==> config.mk <==
export PLATFORM = sky130hd
export DESIGN_NAME = ifu_static
export DESIGN_NICKNAME = d
export VERILOG_FILES = /design/src/rtl/ifu_pkg.sv /design/src/rtl/ifu_predecode.sv /design/src/rtl/ifu_ibuf.sv /design/src/rtl/ifu_credit.sv /design/src/rtl/ifu_static.sv
export SDC_FILE = /design/constraint.sdc
export NUM_CORES = 1
export LEC_CHECK = 0
export ABC_AREA = 1
export BUFFER_PORTS_ARGS = -buffer_cell sky130_fd_sc_hd__buf_2
export CAP_MARGIN = 40
export CORE_MARGIN = 2
export CORE_UTILIZATION = 25
export DETAILED_ROUTE_END_ITERATION = 10
export GPL_TIMING_DRIVEN = 0
export SLEW_MARGIN = 20
export SYNTH_ARGS = -nofsm -noshare
export SYNTH_HDL_FRONTEND = slang
export SYNTH_SLANG_ARGS = --single-unit
export TNS_END_PERCENT = 1
==> constraint.sdc <==
create_clock -name clk -period 4.9 [get_ports clk]
set_input_delay 1.225 -clock clk [delete_from_list [all_inputs] [get_ports clk]]
set_output_delay 1.225 -clock clk [all_outputs]
set_load 0.01 [all_outputs]
==> src/rtl/ifu_pkg.sv <==
package ifu_pkg;
  localparam int XLEN = 32;
  localparam logic [6:0] OPC_BRANCH = 7'b1100011;
  localparam logic [6:0] OPC_JAL    = 7'b1101111;
  localparam logic [6:0] OPC_JALR   = 7'b1100111;

  typedef struct packed {
    logic [XLEN-1:0] pc;
    logic [XLEN-1:0] instr;
    logic            taken;
  } fetch_pkt_t;
endpackage

==> src/rtl/ifu_predecode.sv <==
module ifu_predecode
  import ifu_pkg::*;
(
  input  logic [XLEN-1:0] pc,
  input  logic [XLEN-1:0] instr,
  output logic            taken,
  output logic [XLEN-1:0] target
);
  logic [XLEN-1:0] b_off;
  logic [XLEN-1:0] j_off;

  always_comb begin
    b_off = {{(XLEN-12){instr[31]}}, instr[7], instr[30:25], instr[11:8], 1'b0};
    j_off = {{(XLEN-20){instr[31]}}, instr[19:12], instr[20], instr[30:21], 1'b0};
    taken  = 1'b0;
    target = pc + XLEN'(4);
    unique case (instr[6:0])
      OPC_BRANCH: begin
        taken  = instr[31];
        target = pc + b_off;
      end
      OPC_JAL: begin
        taken  = 1'b1;
        target = pc + j_off;
      end
      default: ;
    endcase
  end
endmodule

==> src/rtl/ifu_ibuf.sv <==
module ifu_ibuf #(
  parameter int W     = 65,
  parameter int DEPTH = 2,
  localparam int PW = (DEPTH > 1) ? $clog2(DEPTH) : 1,
  localparam int CW = $clog2(DEPTH + 1)
) (
  input  logic          clk,
  input  logic          rst_n,
  input  logic          flush,
  input  logic          push,
  input  logic [W-1:0]  din,
  input  logic          pop,
  output logic [W-1:0]  dout,
  output logic          nonempty,
  output logic [CW-1:0] count
);
  logic [W-1:0]  slots [DEPTH];
  logic [PW-1:0] rd_ptr, wr_ptr;

  function automatic logic [PW-1:0] bump(input logic [PW-1:0] p);
    return (p == PW'(DEPTH - 1)) ? '0 : p + 1'b1;
  endfunction

  always_ff @(posedge clk or negedge rst_n) begin
    if (!rst_n) begin
      rd_ptr <= '0;
      wr_ptr <= '0;
      count  <= '0;
    end else if (flush) begin
      rd_ptr <= '0;
      wr_ptr <= '0;
      count  <= '0;
    end else begin
      if (push) wr_ptr <= bump(wr_ptr);
      if (pop)  rd_ptr <= bump(rd_ptr);
      count <= count + CW'(push) - CW'(pop);
    end
  end

  always_ff @(posedge clk) begin
    if (push) slots[wr_ptr] <= din;
  end

  assign dout     = slots[rd_ptr];
  assign nonempty = (count != '0);
endmodule

==> src/rtl/ifu_credit.sv <==
module ifu_credit #(
  parameter int DEPTH = 2,
  localparam int CW = $clog2(DEPTH + 1)
) (
  input  logic          clk,
  input  logic          rst_n,
  input  logic          req_fire,
  input  logic          rsp_fire,
  input  logic          redirect,
  output logic [CW-1:0] inflight,
  output logic [CW-1:0] drop
);
  logic [CW-1:0] inflight_n;

  always_comb begin
    inflight_n = inflight + CW'(req_fire) - CW'(rsp_fire);
  end

  always_ff @(posedge clk or negedge rst_n) begin
    if (!rst_n) begin
      inflight <= '0;
      drop     <= '0;
    end else begin
      inflight <= inflight_n;
      if (redirect)
        drop <= inflight_n;
      else if (rsp_fire && drop != '0)
        drop <= drop - 1'b1;
    end
  end
endmodule

==> src/rtl/ifu_static.sv <==
module ifu_static
  import ifu_pkg::*;
#(
  parameter logic [31:0] BOOT_ADDR  = 32'h0000_0100,
  parameter int          IBUF_DEPTH = 2,
  localparam int CW = $clog2(IBUF_DEPTH + 1)
) (
  input  logic        clk,
  input  logic        rst_n,
  output logic        imem_req_valid,
  input  logic        imem_req_ready,
  output logic [31:0] imem_req_addr,
  input  logic        imem_rsp_valid,
  input  logic [31:0] imem_rsp_data,
  output logic        dec_valid,
  input  logic        dec_ready,
  output logic [31:0] dec_pc,
  output logic [31:0] dec_instr,
  output logic        dec_pred_taken,
  input  logic        ex_fix_valid,
  input  logic [31:0] ex_fix_pc
);
  localparam int PKT_W = $bits(fetch_pkt_t);

  logic [31:0]   fetch_pc;
  logic [31:0]   rsp_pc;
  logic          pd_taken;
  logic [31:0]   pd_target;
  logic          rsp_live;
  logic          pred_redirect;
  logic          req_fire;
  logic          pop;
  logic [CW-1:0] buf_count;
  logic [CW-1:0] inflight;
  logic [CW-1:0] drop;
  logic [CW:0]   occupancy;
  fetch_pkt_t    pkt_in, pkt_out;
  logic [PKT_W-1:0] pkt_out_bits;

  ifu_predecode u_pd (
    .pc     (rsp_pc),
    .instr  (imem_rsp_data),
    .taken  (pd_taken),
    .target (pd_target)
  );

  assign rsp_live      = imem_rsp_valid && (drop == '0) && !ex_fix_valid;
  assign pred_redirect = rsp_live && pd_taken;
  assign pop           = dec_valid && dec_ready;

  always_comb begin
    occupancy = (CW+1)'(buf_count) + (CW+1)'(inflight) - (CW+1)'(pop);
  end

  assign imem_req_valid = (occupancy < (CW+1)'(IBUF_DEPTH));
  assign imem_req_addr  = fetch_pc;
  assign req_fire       = imem_req_valid && imem_req_ready;

  ifu_credit #(.DEPTH(IBUF_DEPTH)) u_credit (
    .clk      (clk),
    .rst_n    (rst_n),
    .req_fire (req_fire),
    .rsp_fire (imem_rsp_valid),
    .redirect (ex_fix_valid || pred_redirect),
    .inflight (inflight),
    .drop     (drop)
  );

  always_ff @(posedge clk or negedge rst_n) begin
    if (!rst_n) begin
      fetch_pc <= BOOT_ADDR;
      rsp_pc   <= BOOT_ADDR;
    end else begin
      if (ex_fix_valid)       fetch_pc <= ex_fix_pc;
      else if (pred_redirect) fetch_pc <= pd_target;
      else if (req_fire)      fetch_pc <= fetch_pc + 32'd4;

      if (ex_fix_valid)       rsp_pc <= ex_fix_pc;
      else if (pred_redirect) rsp_pc <= pd_target;
      else if (rsp_live)      rsp_pc <= rsp_pc + 32'd4;
    end
  end

  always_comb begin
    pkt_in.pc    = rsp_pc;
    pkt_in.instr = imem_rsp_data;
    pkt_in.taken = pd_taken;
  end

  ifu_ibuf #(.W(PKT_W), .DEPTH(IBUF_DEPTH)) u_ibuf (
    .clk      (clk),
    .rst_n    (rst_n),
    .flush    (ex_fix_valid),
    .push     (rsp_live),
    .din      (pkt_in),
    .pop      (pop),
    .dout     (pkt_out_bits),
    .nonempty (dec_valid),
    .count    (buf_count)
  );

  assign pkt_out        = fetch_pkt_t'(pkt_out_bits);
  assign dec_pc         = pkt_out.pc;
  assign dec_instr      = pkt_out.instr;
  assign dec_pred_taken = pkt_out.taken;
endmodule

=== Word level (Yosys, flattened, before mapping) ===
Memories as Yosys holds them, arrays and structs flattened.
Index checks and enable logic that the tools add are counted.

* Input bits: 70
* Output and inout bits: 99
* Register bits: 72
* Memories: 1
* RAM bits: 130
* Logic and storage cells: 59

{| class="wikitable"
|+ Memory list
! memory !! words !! width !! rd ports !! clocked after memory_dff !! write ports !! RTL line !! RTL
|-
| u_ibuf.slots || 2 || 65 || 1 || 0 || 1 || ifu_ibuf.sv:17 || <nowiki>logic [W-1:0] slots [DEPTH];</nowiki>
|}

* Magnitude comparators: 1
* Eq/ne operators: 2
* Reduce and logical (&&, ||, !) cells: 16
* Mux-type cells: 19
* Add/sub/neg operators: 13

{| class="wikitable"
|+ Operator list
! cell !! number
|-
| 2-to-1 mux 32 bit || 6
|-
| adder 32 x 3 -> 32 bit (second input constant) || 2
|-
| adder 32 bit || 2
|-
| case mux 32 bit (2 select lines) || 1
|-
| equality test 7 bit (second input constant) || 2
|-
| nonzero test 2 bit || 5
|-
| 2-to-1 mux 1 bit || 8
|-
| logical AND 1 bit || 6
|-
| 2-to-1 mux 2 bit || 3
|-
| nonzero test 3 bit || 2
|-
| adder 2 x 1 -> 2 bit || 2
|-
| subtractor 2 x 1 -> 2 bit || 2
|-
| adder 2 x 2 -> 3 bit || 1
|-
| < comparator 3 x 2 -> 1 bit (second input constant) || 1
|-
| subtractor 3 x 1 -> 3 bit || 1
|-
| adder 1 bit (second input constant) || 2
|-
| zero test 2 bit || 1
|-
| case mux 1 bit (2 select lines) || 1
|-
| subtractor 2 x 1 -> 2 bit (second input constant) || 1
|-
| zero test 1 bit || 1
|-
| logical OR 1 bit || 1
|}

=== Depth between registers and ports, before layout ===
* Word-level depth: 8
* Mapped depth: 22
* Mapped depth without buffers: 21

=== Modules after synthesis ===
From an unflattened synthesis, not the netlist that was laid out.

* Cell total of the unflattened synthesis: 1810
* Area, all modules: 13877.1 µm²

{| class="wikitable"
|+ By module, submodules not included
! module !! area each (µm²) !! cells each !! seq. area each (µm²) !! instances
|-
| ifu_static || 5046.1 || 810 || 1604.0 || 1
|-
| ifu_ibuf || 5011.1 || 230 || 4003.8 || 1
|-
| ifu_predecode || 3575.9 || 737 || 0.0 || 1
|-
| ifu_credit || 244.0 || 33 || 100.1 || 1
|}

=== Worst setup path after synthesis ===
No wires, ideal clock.

* Kind: input to register
* Start point: input imem_rsp_valid
* End point: memory u_ibuf.slots[0][0], enable pin
* Setup time: 489 ps
* Buffers on the path: 0
* Data required time: 4411 ps
* Stages: 4
* Data arrival time: 4391 ps
* Slack: 20 ps
* Cells stage by stage: nand2_1 > nor2_1 > inv_1 > nor2_1

* Cells in the longest elaborated chain, start to end: 4

{| class="wikitable"
|+ Ends and longest elaborated chain
! item !! RTL line !! RTL
|-
| start: declaration || ifu_static.sv:13 || <nowiki>input logic imem_rsp_valid,</nowiki>
|-
| logical AND 1 bit (2 in a row) || ifu_static.sv:47 || <nowiki>assign rsp_live = imem_rsp_valid && (drop == '0) && !ex_fix_valid;</nowiki>
|-
| 2-to-1 mux 1 bit || ifu_ibuf.sv:41 || <nowiki>if (push) slots[wr_ptr] <= din;</nowiki>
|-
| 2-to-1 mux 1 bit (not written as such) || ifu_ibuf.sv:41 ||
|-
| end: declaration || ifu_ibuf.sv:17 ||
|}

No other way between the ends.

=== Worst setup path after layout ===
* Start point: input dec_ready
* End point: output imem_req_valid

* Cells in the longest elaborated chain, start to end: 3

{| class="wikitable"
|+ Ends and longest elaborated chain
! item !! RTL line !! RTL
|-
| start: declaration || ifu_static.sv:16 || <nowiki>input logic dec_ready,</nowiki>
|-
| logical AND 1 bit || ifu_static.sv:49 || <nowiki>assign pop = dec_valid && dec_ready;</nowiki>
|-
| subtractor 3 x 1 -> 3 bit || ifu_static.sv:52 || <nowiki>occupancy = (CW+1)'(buf_count) + (CW+1)'(inflight) - (CW+1)'(pop);</nowiki>
|-
| < comparator 3 x 2 -> 1 bit || ifu_static.sv:55 || <nowiki>assign imem_req_valid = (occupancy < (CW+1)'(IBUF_DEPTH));</nowiki>
|-
| end: declaration || ifu_static.sv:10 || <nowiki>output logic imem_req_valid,</nowiki>
|}

No other way between the ends.

==> metrics.md <==
| Metric | Value |
|---|---|
| Area Overhead vs Synth | 20.6% |
| Max H-tree Level | 1 |
| Final setup fails | 0 |
| Hold crit path type | register to register |
| Slowest cell on the critical path | fa_1 |
| LEAKAGE | 0.00677 uW |
| CTS tree | yes |
| Asr flop ratio synth | between 30% and 40% |
| Area contributors post-synth | edfxtp_1 32%, nand2_1 17%, dfrtp_1 14% |
| PD cells | 510 mW/mm^2 |
| Final net count | 1876 |
| Worst EP arrival | 2770 ps |
| Mapped Nets | 1677 |
| Post-synth EDFFs | 130 |
| Worst Max-Slew Pin Slew | 781 ps |
| Crit-path max cell delay | 480 ps |
| Ys Warns | 0 |
| Mapped cell area | 0.0123 sq mm |
| Ys flop type | edfxtp_1 |
| DR pass1 iterations | 5 |
| Status | finished, final reports clean |
| Wire per inst | 18.5 um |
| Non-filler cells, final | roughly 2400 |
| Setup TNS | 0 ps |
| CP bufs+invs | 4 |
| Clock latency on the worst-skew pair | 530 ps |
| Cell family with most CP delay | adder cells |
| Vias in the first global route | 11000 |
| Final WL | 44500 um |
| Dpl hpwl | 35300 um |
| Root Buffer | clkbuf_16 |
| CTS Buf Count | 24 |
| Most common cell type on the critical path | nand2_1 |
| Post-CTS Repair Setup Buffers | 0 |
| Initial drt markers | 1035 |
| Crit-path cells | buf_2, nand2_1, inv_1, ha_1, inv_1, nand2_1, fa_1, nand2_1, nor2_1, buf_2 |
| Most common library cells after synthesis | 558 x nand2_1, 158 x inv_1, 137 x nor2_1 |
| Count leader, synth | nand2_1 |
| Max-slew violations | 0 |
| Total Routing Usage GR | 17.4% |
| Synth unique cells | between 50 and 60 |
| First-pass GRT wire length | 66800 um |
| Port Buffers | roughly 170 |
| Core area | approximately 0.05 sq mm |
| Die height | 225 um |
| CP max FO | 3 |
| Kind of critical path | primary input to output port |
| Pin count of the biggest net entering global routing | 43 |
| #FFs+latches synth | 202 |
| FF+latch area | roughly 0.0057 sq mm |
| Max_cap viols | 0 |
| Number of antenna diodes | 0 |
| I/O pin total | 169 |
| Post-synthesis cell type with the largest combined area | edfxtp_1 |
| Maximum clock path buffer count | 3 |
| CP Capture Type | output port |
| Filler cells | between 5000 and 6000 |
| Layout cell share with drive strength beyond 1 | 14.9% |
| Fin crit share | 81.6% |
| Die ar. | roughly 0.051 sq mm |
| Seq/Total Area, Yosys | a little under half |
| Min Tclk post-route | between 3000 and 4000 ps |
| Clock sink total | 202 |
| Routed via count | 11400 |
| Die X | roughly 230 um |
| Avg Cell Area, Syn | slightly below 8 sq um |
| Worst Path Required | 3670 ps |
| Yosys top cell area share | 31.9% |
| Final Hold Viols | 0 |
| Clock Skew | 11.2 ps |
| DR vias/cell | about 4.7 |
| Routability cong. | 0.941 |
| Critical Path Source Type | primary input |
| RSZ-0062 raised after global routing | no |
| Total gr overflow | 0 |
| Placed cells | 2359 |
| Area of the multi-input gates | 0.00575 sq mm |
| Rows | 81 |
| Initial core utilization | between 20% and 30% |
| # resized after CTS | 0 |
| Worst vdd ir | 287 uV |
| Slew headroom | a little under half |
| Hold slack final | 483 ps |
| Antenna violations before repair | 0 |
| DRC | 0 |
| Highest clock rate | 250 MHz |
| Clock-pin slew on the worst setup and hold paths | 60 ps |
| Tot Pwr | 7550 uW |
| Cells after synthesis | roughly 1600 |
| ANT nets after route | 0 |
| CTS Hold Buffers Added | 0 |
[where the power goes]
part	internal, uW	switching, uW	total, uW	leakage (uW)
sequential	2170	482	2650	0.00201
combinational	1060	2030	3100	0.00437
clock	1080	712	1790	0.000388
total	4320	3230	7550	0.00677
[area by class of cell]
| class | instances | share of cell area, % |
|---|---|---|
| Multi-Input combinational cell | 1153 | 38.9 |
| Sequential cell | 202 | 38.6 |
| Timing Repair Buffer | 173 | 6.43 |
| Tap cell | 622 | 5.26 |
| Clock buffer | 35 | 4.69 |
| Inverter | 166 | 4.22 |
| Buffer | 43 | 1.26 |
| Clock inverter | 8 | 0.609 |
[registers in the layout (all words and copies together), names as in the netlist]
name and cells:
u_ibuf.slots 130, u_credit.drop 2, rsp_pc 32, u_ibuf.wr_ptr 1
imem_req_addr 32, u_ibuf.rd_ptr 1, u_credit.inflight 2, u_ibuf.count 2
[placed cells by master (no fill, tap or decap), types with 8 or more instances in the layout]
master,Yosys,final
a21oi_1,100,100
a22oi_1,8,8
a31oi_1,9,9
buf_2,14,181
clkbuf_1,22,29
clkbuf_16,0,25
dfrtp_1,70,70
edfxtp_1,130,130
ha_1,41,41
inv_1,158,158
nand2_1,558,558
nand3_1,73,73
nand4_1,24,24
nor2_1,137,135
nor3_1,26,26
o21ai_0,48,48
o21ai_1,8,8
xnor2_1,18,18
xor2_1,22,22
[cells by family (layout without fill, tap and decap cells)]
| logic type | Yosys count | count (layout) | share of synthesized area (%) |
|---|---|---|---|
| compound gates | 206 | 206 | 9.35 |
| fa+ha+maj | 43 | 43 | 4.51 |
| xor+xnor | 41 | 41 | 2.99 |
| buf+inv | 209 | 425 | 6.61 |
| simple gates | 863 | 863 | 30.0 |
| flops | 202 | 202 | 46.6 |
[routing by layer]
| metal | share of wire [%] | global-route usage, % | up-vias |
|---|---|---|---|
| li1 | - | - | 5537 |
| met1 | 46 | 24.1 | 5409 |
| met2 | 46 | 29.1 | 394 |
| met3 | 6.4 | 2.39 | 48 |
| met4 | 1.7 | 3.46 | 0 |
| met5 | 0 | 0 | - |
[worst min-delay path, delay by kind of cell, from the launching register on]
family,cells,cell delay [ps]
flops,1,340
simple gates,2,110
[worst paths after layout]
kind	from	endpoint	slack, ps	cells past startpoint
max in group asynchronous	rst_n	rsp_pc[8]$_DFFE_PN1P_	3590	2
hold / removal	imem_req_addr[1]$_DFFE_PN0P_	imem_req_addr[1]$_DFFE_PN0P_	480	2
setup reg to reg	u_ibuf.count[1]$_DFF_PN0_	imem_req_addr[8]$_DFFE_PN1N_	1580	16
min in group asynchronous	rst_n	imem_req_addr[28]$_DFFE_PN0N_	660	1
hold reg to reg	imem_req_addr[1]$_DFFE_PN0P_	imem_req_addr[1]$_DFFE_PN0P_	480	2
setup / recovery	dec_ready	imem_req_valid	900	10
[per-stage QoR]
stage | setup slack (ps) | instance area, sq um | utilization (%)
after floorplan | 19.9 | 12300 | -
after global placement | -2260 | 13900 | 28.5
after detailed placement | 368 | 14000 | 28.8
after CTS | 863 | 14800 | 30.4
after global routing | 509 | 14800 | 30.4
final | 900 | 14800 | 30.4
Note: power is estimated with default switching activity, not from simulation.
